$ cat config.mk
export PLATFORM = sky130hd
export DESIGN_NAME = onew_rom_responder
export DESIGN_NICKNAME = d
export VERILOG_FILES = /design/src/rtl/onew_pkg.sv /design/src/rtl/onew_sync.sv /design/src/rtl/onew_link.sv /design/src/rtl/onew_rom.sv /design/src/rtl/onew_rom_responder.sv
export SDC_FILE = /design/constraint.sdc
export NUM_CORES = 1
export LEC_CHECK = 0
export ABC_AREA = 1
export ABC_CLOCK_PERIOD_IN_PS = 4000
export CELL_PAD_IN_SITES_DETAIL_PLACEMENT = 0
export CELL_PAD_IN_SITES_GLOBAL_PLACEMENT = 1
export CORE_AREA = 2 2 105 107
export CTS_BUF_LIST = sky130_fd_sc_hd__clkbuf_8
export CTS_CLUSTER_DIAMETER = 150
export CTS_CLUSTER_SIZE = 20
export DETAILED_ROUTE_END_ITERATION = 10
export DIE_AREA = 0 0 107 109
export PLACE_DENSITY_LB_ADDON = 0.1
export SYNTH_ARGS = -nofsm -noshare
export SYNTH_HDL_FRONTEND = slang
export SYNTH_SLANG_ARGS = --single-unit
export TNS_END_PERCENT = 100
$ cat constraint.sdc
create_clock -name clk -period 4 [get_ports clk]
set_input_delay 0.8 -clock clk [delete_from_list [all_inputs] [get_ports clk]]
set_output_delay 0.8 -clock clk [all_outputs]
set_load 0.02 [all_outputs]
$ cat src/rtl/onew_pkg.sv
package onew_pkg;
  localparam int CMD_W = 8;

  localparam logic [CMD_W-1:0] OP_READ   = 8'h33;
  localparam logic [CMD_W-1:0] OP_MATCH  = 8'h55;
  localparam logic [CMD_W-1:0] OP_SKIP   = 8'hCC;
  localparam logic [CMD_W-1:0] OP_SEARCH = 8'hF0;
  localparam logic [CMD_W-1:0] OP_ALARM  = 8'hEC;

  typedef enum logic [1:0] {L_IDLE, L_PWAIT, L_PLOW} link_st_t;

  typedef enum logic [3:0] {
    R_WAIT, R_CMD, R_READ, R_MATCH, R_SBIT, R_SCMP, R_SDIR, R_SEL, R_DROP
  } rom_st_t;
endpackage

$ cat src/rtl/onew_sync.sv
module onew_sync #(
  parameter int STAGES = 2
) (
  input  logic clk,
  input  logic rst_n,
  input  logic d,
  output logic q,
  output logic fell,
  output logic rose
);
  logic [STAGES-1:0] chain;
  logic              prev;

  always_ff @(posedge clk or negedge rst_n) begin
    if (!rst_n) begin
      chain <= '1;
      prev  <= 1'b1;
    end else begin
      chain <= {chain[STAGES-2:0], d};
      prev  <= chain[STAGES-1];
    end
  end

  assign q    = chain[STAGES-1];
  assign fell = prev & ~q;
  assign rose = ~prev & q;
endmodule

$ cat src/rtl/onew_link.sv
module onew_link
  import onew_pkg::*;
#(
  parameter int US_CYC  = 100,
  parameter int RST_US  = 480,
  parameter int PW_US   = 30,
  parameter int PL_US   = 120,
  parameter int SLOT_US = 30
) (
  input  logic clk,
  input  logic rst_n,
  input  logic q,
  input  logic fell,
  input  logic rose,
  input  logic tx_en,
  input  logic tx_bit,
  output logic pull,
  output logic reset_evt,
  output logic pres_done,
  output logic slot_ev,
  output logic slot_bit
);
  localparam int RST_CYC  = RST_US * US_CYC;
  localparam int PW_CYC   = PW_US * US_CYC;
  localparam int PL_CYC   = PL_US * US_CYC;
  localparam int SLOT_CYC = SLOT_US * US_CYC;
  localparam int LW       = $clog2(RST_CYC + 1);

  link_st_t        st;
  logic [LW-1:0]   low_cnt;
  logic [LW-1:0]   tcnt;
  logic            rst_seen;
  logic            slot_act;
  logic            drive0;

  always_ff @(posedge clk or negedge rst_n) begin
    if (!rst_n) begin
      st        <= L_IDLE;
      low_cnt   <= '0;
      tcnt      <= '0;
      rst_seen  <= 1'b0;
      slot_act  <= 1'b0;
      drive0    <= 1'b0;
      reset_evt <= 1'b0;
      pres_done <= 1'b0;
      slot_ev   <= 1'b0;
      slot_bit  <= 1'b1;
    end else begin
      reset_evt <= 1'b0;
      pres_done <= 1'b0;
      slot_ev   <= 1'b0;
      if (q) low_cnt <= '0;
      else if (low_cnt != LW'(RST_CYC)) low_cnt <= low_cnt + 1'b1;

      if (!q && low_cnt == LW'(RST_CYC - 1)) begin
        reset_evt <= 1'b1;
        rst_seen  <= 1'b1;
        st        <= L_IDLE;
        slot_act  <= 1'b0;
        drive0    <= 1'b0;
      end else begin
        case (st)
          L_IDLE: begin
            if (rose && rst_seen) begin
              st       <= L_PWAIT;
              tcnt     <= '0;
              rst_seen <= 1'b0;
            end else if (slot_act) begin
              if (tcnt == LW'(SLOT_CYC - 1)) begin
                slot_act <= 1'b0;
                drive0   <= 1'b0;
                slot_ev  <= 1'b1;
                slot_bit <= q;
              end else begin
                tcnt <= tcnt + 1'b1;
              end
            end else if (fell && !rst_seen) begin
              slot_act <= 1'b1;
              tcnt     <= '0;
              drive0   <= tx_en & ~tx_bit;
            end
          end
          L_PWAIT: begin
            if (tcnt == LW'(PW_CYC - 1)) begin
              st   <= L_PLOW;
              tcnt <= '0;
            end else begin
              tcnt <= tcnt + 1'b1;
            end
          end
          L_PLOW: begin
            if (tcnt == LW'(PL_CYC - 1)) begin
              st        <= L_IDLE;
              pres_done <= 1'b1;
            end else begin
              tcnt <= tcnt + 1'b1;
            end
          end
          default: st <= L_IDLE;
        endcase
      end
    end
  end

  assign pull = (st == L_PLOW) | drive0;

  // the wait phase before presence never drives the line
  p_quiet_wait_r3: assert property (@(posedge clk) disable iff (!rst_n)
    (st == L_PWAIT) |-> !pull);
  // presence starts only on a rising edge of the line
  p_pres_on_rise_r3: assert property (@(posedge clk) disable iff (!rst_n)
    $rose(st == L_PWAIT) |-> $past(rose));
  // a detected reset releases the line on the next cycle
  p_abort_release_r10: assert property (@(posedge clk) disable iff (!rst_n)
    reset_evt |=> !pull);
  // one sample per slot
  p_one_sample_r4: assert property (@(posedge clk) disable iff (!rst_n)
    slot_ev |=> !slot_ev);
endmodule

$ cat src/rtl/onew_rom.sv
module onew_rom
  import onew_pkg::*;
#(
  parameter int ID_W = 64
) (
  input  logic            clk,
  input  logic            rst_n,
  input  logic            reset_evt,
  input  logic            pres_done,
  input  logic            slot_ev,
  input  logic            slot_bit,
  input  logic [ID_W-1:0] id,
  input  logic            alarm,
  output logic            tx_en,
  output logic            tx_bit,
  output logic            selected
);
  localparam int IW = $clog2(ID_W);

  rom_st_t          st;
  logic [CMD_W-2:0] cmd_sh;
  logic [CMD_W-1:0] cmd_next;
  logic [IW-1:0]    bcnt;
  logic             idbit;
  logic             last;

  always_comb begin
    idbit    = id[bcnt];
    last     = (bcnt == IW'(ID_W - 1));
    cmd_next = {slot_bit, cmd_sh};
    tx_en    = (st == R_READ) || (st == R_SBIT) || (st == R_SCMP);
    tx_bit   = (st == R_SCMP) ? ~idbit : idbit;
  end

  always_ff @(posedge clk or negedge rst_n) begin
    if (!rst_n) begin
      st       <= R_WAIT;
      cmd_sh   <= '0;
      bcnt     <= '0;
      selected <= 1'b0;
    end else if (reset_evt) begin
      st       <= R_WAIT;
      selected <= 1'b0;
    end else if (pres_done) begin
      st   <= R_CMD;
      bcnt <= '0;
    end else if (slot_ev) begin
      case (st)
        R_CMD: begin
          cmd_sh <= cmd_next[CMD_W-1:1];
          if (bcnt == IW'(CMD_W - 1)) begin
            bcnt <= '0;
            case (cmd_next)
              OP_READ:   st <= R_READ;
              OP_MATCH:  st <= R_MATCH;
              OP_SEARCH: st <= R_SBIT;
              OP_ALARM:  st <= alarm ? R_SBIT : R_DROP;
              OP_SKIP: begin
                st       <= R_SEL;
                selected <= 1'b1;
              end
              default:   st <= R_DROP;
            endcase
          end else begin
            bcnt <= bcnt + 1'b1;
          end
        end
        R_READ: begin
          if (last) begin
            st       <= R_SEL;
            selected <= 1'b1;
          end else begin
            bcnt <= bcnt + 1'b1;
          end
        end
        R_SBIT: st <= R_SCMP;
        R_SCMP: st <= R_SDIR;
        R_MATCH, R_SDIR: begin
          if (slot_bit != idbit) begin
            st <= R_DROP;
          end else if (last) begin
            st       <= R_SEL;
            selected <= 1'b1;
          end else begin
            bcnt <= bcnt + 1'b1;
            if (st == R_SDIR) st <= R_SBIT;
          end
        end
        default: ;
      endcase
    end
  end

  // every bus reset drops the selection
  p_sel_cleared_r10: assert property (@(posedge clk) disable iff (!rst_n)
    reset_evt |=> !selected);
  // a dropped responder stays out until reset
  p_drop_sticky_r6: assert property (@(posedge clk) disable iff (!rst_n)
    (st == R_DROP && !reset_evt) |=> (st == R_DROP));
  // bit, complement, choice in strict order
  p_search_order_r8: assert property (@(posedge clk) disable iff (!rst_n)
    (st == R_SBIT && slot_ev && !reset_evt && !pres_done) |=> (st == R_SCMP));
  // selection only rises on a sampled slot
  p_sel_on_slot_r5: assert property (@(posedge clk) disable iff (!rst_n)
    $rose(selected) |-> $past(slot_ev));
endmodule

$ cat src/rtl/onew_rom_responder.sv
module onew_rom_responder #(
  parameter int US_CYC      = 100,
  parameter int RST_US      = 480,
  parameter int PW_US       = 30,
  parameter int PL_US       = 120,
  parameter int SLOT_US     = 30,
  parameter int SYNC_STAGES = 2,
  parameter int ID_W        = 64
) (
  input  logic            clk,
  input  logic            rst_n,
  input  logic            line_i,
  output logic            pull_o,
  input  logic [ID_W-1:0] id_i,
  input  logic            alarm_i,
  output logic            selected_o
);
  logic q, fell, rose;
  logic tx_en, tx_bit;
  logic reset_evt, pres_done, slot_ev, slot_bit;

  onew_sync #(.STAGES(SYNC_STAGES)) u_sync (
    .clk(clk), .rst_n(rst_n), .d(line_i), .q(q), .fell(fell), .rose(rose)
  );

  onew_link #(
    .US_CYC(US_CYC), .RST_US(RST_US), .PW_US(PW_US), .PL_US(PL_US), .SLOT_US(SLOT_US)
  ) u_link (
    .clk(clk), .rst_n(rst_n), .q(q), .fell(fell), .rose(rose),
    .tx_en(tx_en), .tx_bit(tx_bit), .pull(pull_o), .reset_evt(reset_evt),
    .pres_done(pres_done), .slot_ev(slot_ev), .slot_bit(slot_bit)
  );

  onew_rom #(.ID_W(ID_W)) u_rom (
    .clk(clk), .rst_n(rst_n), .reset_evt(reset_evt), .pres_done(pres_done),
    .slot_ev(slot_ev), .slot_bit(slot_bit), .id(id_i), .alarm(alarm_i),
    .tx_en(tx_en), .tx_bit(tx_bit), .selected(selected_o)
  );

  // outputs are known once out of reset
  p_known_outputs_r1: assert property (@(posedge clk) disable iff (!rst_n)
    !$isunknown({pull_o, selected_o}));
endmodule

==> impl_results.rst <==
.. list-table::
   :header-rows: 1

   * - Metric
     - Value
   * - Type of the most critical hold path
     - register to register
   * - Main combinational cell family by area after synthesis
     - simple AND/OR/NAND/NOR gates
   * - Flop pwr share
     - 47.9%
   * - Total leakage power
     - 2.454 nW
   * - Post-cts gate resize count
     - 0
   * - Detailed-router iteration count before antenna repair
     - 5
   * - Total of hold buffers inserted after clock tree synthesis
     - 0
   * - Ys Warns
     - 0
   * - Die Footprint
     - 11,660 um2
   * - Number of antenna violations at the first check in global routing
     - 0
   * - Final max-slew violation count
     - 0
   * - Cell type group with the largest total delay on the critical path
     - flip-flops
   * - Largest net degree at the start of global routing
     - 33
   * - Master cell of the clock root buffer
     - sky130_fd_sc_hd__clkbuf_8
   * - Area share of the largest cell type after synthesis
     - 32.78%
   * - Number of top-level pins
     - 70
   * - Unrepaired setup endpoints after global routing
     - false
   * - Sum of net half-perimeters after detailed placement
     - 8562 um
   * - H-tree depth
     - 3
   * - Share of the core filled with cells
     - 50.41%
   * - Instance count along the most critical hold path
     - 0
   * - Reg-to-reg startpoint
     - u_rom.bcnt[0]$_DFFE_PN0P_
   * - Num rows
     - 38
   * - Switching share of power
     - 28.79%
   * - Total number of vias
     - 4,410
   * - Area occupied by multi-input gates
     - 2371 um2
   * - TritonCTS clock tree
     - yes
   * - Top cells by area in the synthesized netlist
     - sky130_fd_sc_hd__dfrtp_1, sky130_fd_sc_hd__nand2_1, sky130_fd_sc_hd__nand3_1
   * - Count of nets left with antenna violations after detail routing
     - 0
   * - Buffers on Ports
     - 69
   * - Max incr delay on CP
     - 0.78 ns
   * - Crit share post-route
     - 69.12%
   * - Slowest CP cell
     - sky130_fd_sc_hd__dfrtp_1
   * - Total power draw
     - 1.488 mW
   * - Total number of clock tree sinks
     - 62
   * - Max transition margin
     - 51.47%
   * - Final hold vios
     - 0
   * - Arrival time worst endpoint
     - 3.05 ns
   * - Average footprint of a synthesized cell
     - 6.844 um2
   * - Post-synth net total
     - 723
   * - Cell type with the highest aggregate area in the netlist
     - sky130_fd_sc_hd__dfrtp_1
   * - Terminus of the critical flop-to-flop path
     - u_rom.st[1]$_DFFE_PN0P_
   * - Reg-to-reg setup timing slack
     - 1.24 ns
   * - Total track usage
     - 20.67%
   * - Internal power of the cells
     - 1.059 mW
   * - Worst-Margin Slew
     - 0.7280 ns
   * - Clock edge transition at the registers on the reported setup and hold paths
     - 0.08 ns
   * - Proportion of power drawn by the clock network
     - 34.8%
   * - N_diodes
     - 0
   * - Worst Setup Slack post-DPL
     - 1.285 ns
   * - Share of flip-flops with an asynchronous set or reset
     - 100.0%
   * - Wire length of the first global-routing pass
     - 19,500 um
   * - Final-layout setup total negative slack
     - 0 ns
   * - Combined flip-flop and latch cell area
     - 1556 um2
   * - Mux cell area share after synthesis
     - 0%
   * - Max cap viols
     - 0
   * - Chip height
     - 109 um
   * - Outcome
     - finished, final reports clean
   * - # Post-CTS Setup Buffers
     - 0
   * - Cell repeated most along the worst path
     - sky130_fd_sc_hd__nand2_1
   * - Worst skew pair latency
     - 0.34 ns
   * - Fin area
     - 5345 um2
   * - TritonCTS Buffers
     - 9
   * - Fraction of final layout cells sized beyond drive strength 1
     - 8.089%
   * - Type of the worst setup path
     - register to register
   * - Layout overhead on the synthesized area
     - 20.71%
   * - Register area share after synthesis
     - 35.15%
   * - Cell Area, Placed
     - 5160 um2
   * - Final Non-Filler Cells
     - 857
   * - Most numerous cell in the Yosys netlist
     - sky130_fd_sc_hd__nand2_1
   * - Initial core utilization
     - 41.76%
   * - Number of cells in the design after placement
     - 841
   * - Final number of setup-violating endpoints
     - 0
   * - Combinational group share of total power
     - 17.3%
   * - Final wirelength
     - 11,620 um
   * - Remaining design rule violation count
     - 0
   * - Number of enable flip-flop cells after synthesis
     - 0
   * - Data required time at the worst endpoint
     - 4.29 ns
   * - Post-detailed-route wirelength per cell
     - 13.56 um
   * - Synth Area in XOR/XNOR
     - 0.7912%
   * - Via count of the first global-routing pass
     - 4,235
   * - Beginning of the worst hold path
     - u_sync.chain[0]$_DFF_PN1_
   * - Max frequency
     - 0.3617 GHz
   * - Drt first-iter violations
     - 239
   * - Total core area
     - 10,600 um2
   * - Critical path buffers and inverters
     - 1
   * - Cell Chain, Critical Path
     - buf_4 > ha_1 > nand2_1 > nor4_2 > nor2_1 > nand2_1 > o21ai_1 > a31oi_1 > a21boi_2 > nand2_1 > nand2_1
   * - Tmin final
     - 2.765 ns
   * - Vias per inst
     - 5.146
   * - Number of fill cells
     - 1,084
   * - Adder-cell share of the synthesized area
     - 2.261%
   * - NetSw
     - 0.4283 mW
   * - Simple logic cell fraction of the synthesized area
     - 38.57%
   * - Logic depth of the worst register-to-register path
     - 11
   * - Final GP Congestion
     - 0.8930
   * - Synthesized instance count
     - 647
   * - Kind of capture point of the worst setup path
     - register
   * - Leading post-synthesis cells by instance count
     - sky130_fd_sc_hd__nand2_1, sky130_fd_sc_hd__inv_1, sky130_fd_sc_hd__nand3_1, sky130_fd_sc_hd__dfrtp_1, sky130_fd_sc_hd__nor2_1
   * - Number of buffers on the longest clock path
     - 2
   * - Worst Slack Setup Final
     - 1.235 ns
   * - Number of nets at the end of the flow
     - 788
   * - Minimum hold slack
     - 0.3580 ns
   * - Sort of element at the start of the critical path
     - register
   * - Ratio of total power to cell area
     - 278.3 nW/um2
   * - Hold endpoint
     - u_sync.chain[1]$_DFF_PN1_
   * - Yosys reg bits
     - 62
   * - Worst supply voltage drop on vdd
     - 0.2836 mV
   * - X dimension of the die
     - 107 um
   * - Top FF cell, synth
     - sky130_fd_sc_hd__dfrtp_1
   * - Worst clock skew on the final layout
     - 0.01299 ns
   * - Largest fanout on the critical path
     - 22
   * - Count of distinct cell types in the synthesized netlist
     - 44
   * - Post-Syn Area
     - 4428 um2
   * - Total overflow reported by the global router
     - 0
   * - Post-synthesis compound-gate area fraction
     - 11.92%
-- sequential cells by signal (all words and copies together) (netlist names), 2 cells and up --
register,count
u_link.low_cnt,16
u_sync.chain,2
u_link.st,2
u_rom.cmd_sh,7
u_rom.st,4
u_link.tcnt,16
u_rom.bcnt,6
-- final cells by class --
type / count / area share [%]
multi-input combinational: 476 / 44.36
sequential: 62 / 29.12
inverter: 91 / 6.531
timing repair buffer: 72 / 13.25
tap: 140 / 3.277
clock inverter: 5 / 0.6320
clock buffer: 11 / 2.832
-- cell families after synthesis --
logic type,after synthesis
and+or+nand+nor,372
buffers and inverters,109
AOI/OAI and AO/OA,92
DFF,62
adders and majority gates,8
xor gates and xnor gates,4
-- layer usage --
layer	track usage [%]	vias to the layer above	wire length, um
met1	26.94	2059	5344
met3	3.347	8	482
met5	0	-	0
met4	5.288	0	101
li1	-	2252	-
met2	35.90	91	5692
-- cells in the final DEF (no fill, tap or decap), drive strengths merged, types with 5 or more instances in the layout --
cell,count
nand2,167
inv,91
nand3,84
clkdlybuf4s50,68
nor2,62
dfrtp,58
o21ai,50
nor3,25
a21oi,24
nand4,17
clkbuf,11
ha,8
nor4,7
a211oi,5
or2,5
-- power by group through the flow --
stage | registers [mW] | logic, mW | clock network (mW)
finish | 0.712 | 0.258 | 0.518
global route | 0.718 | 0.295 | 0.560
CTS | 0.712 | 0.260 | 0.537
detailed placement | 0.724 | 0.258 | 0
global placement | 0.723 | 0.252 | 0
floorplan | 0.714 | 0.145 | 0
-- worst max path at each step --
stage | startpoint | endpoint | slack [ns] | cells past startpoint
floorplan | id_i[12] | u_rom.bcnt[5]$_DFFE_PN0P_ | 1.92 | 12
global placement | u_rom.bcnt[0]$_DFFE_PN0P_ | u_rom.st[0]$_DFFE_PN0P_ | 1.30 | 11
detailed placement | u_rom.bcnt[0]$_DFFE_PN0P_ | u_rom.st[3]$_DFFE_PN0P_ | 1.28 | 11
CTS | u_rom.bcnt[0]$_DFFE_PN0P_ | u_rom.st[1]$_DFFE_PN0P_ | 1.23 | 11
global route | u_rom.bcnt[0]$_DFFE_PN0P_ | u_rom.st[3]$_DFFE_PN0P_ | 0.90 | 11
finish | u_rom.bcnt[0]$_DFFE_PN0P_ | u_rom.st[1]$_DFFE_PN0P_ | 1.24 | 11
No activity file was read; power rests on OpenSTA's default activity.
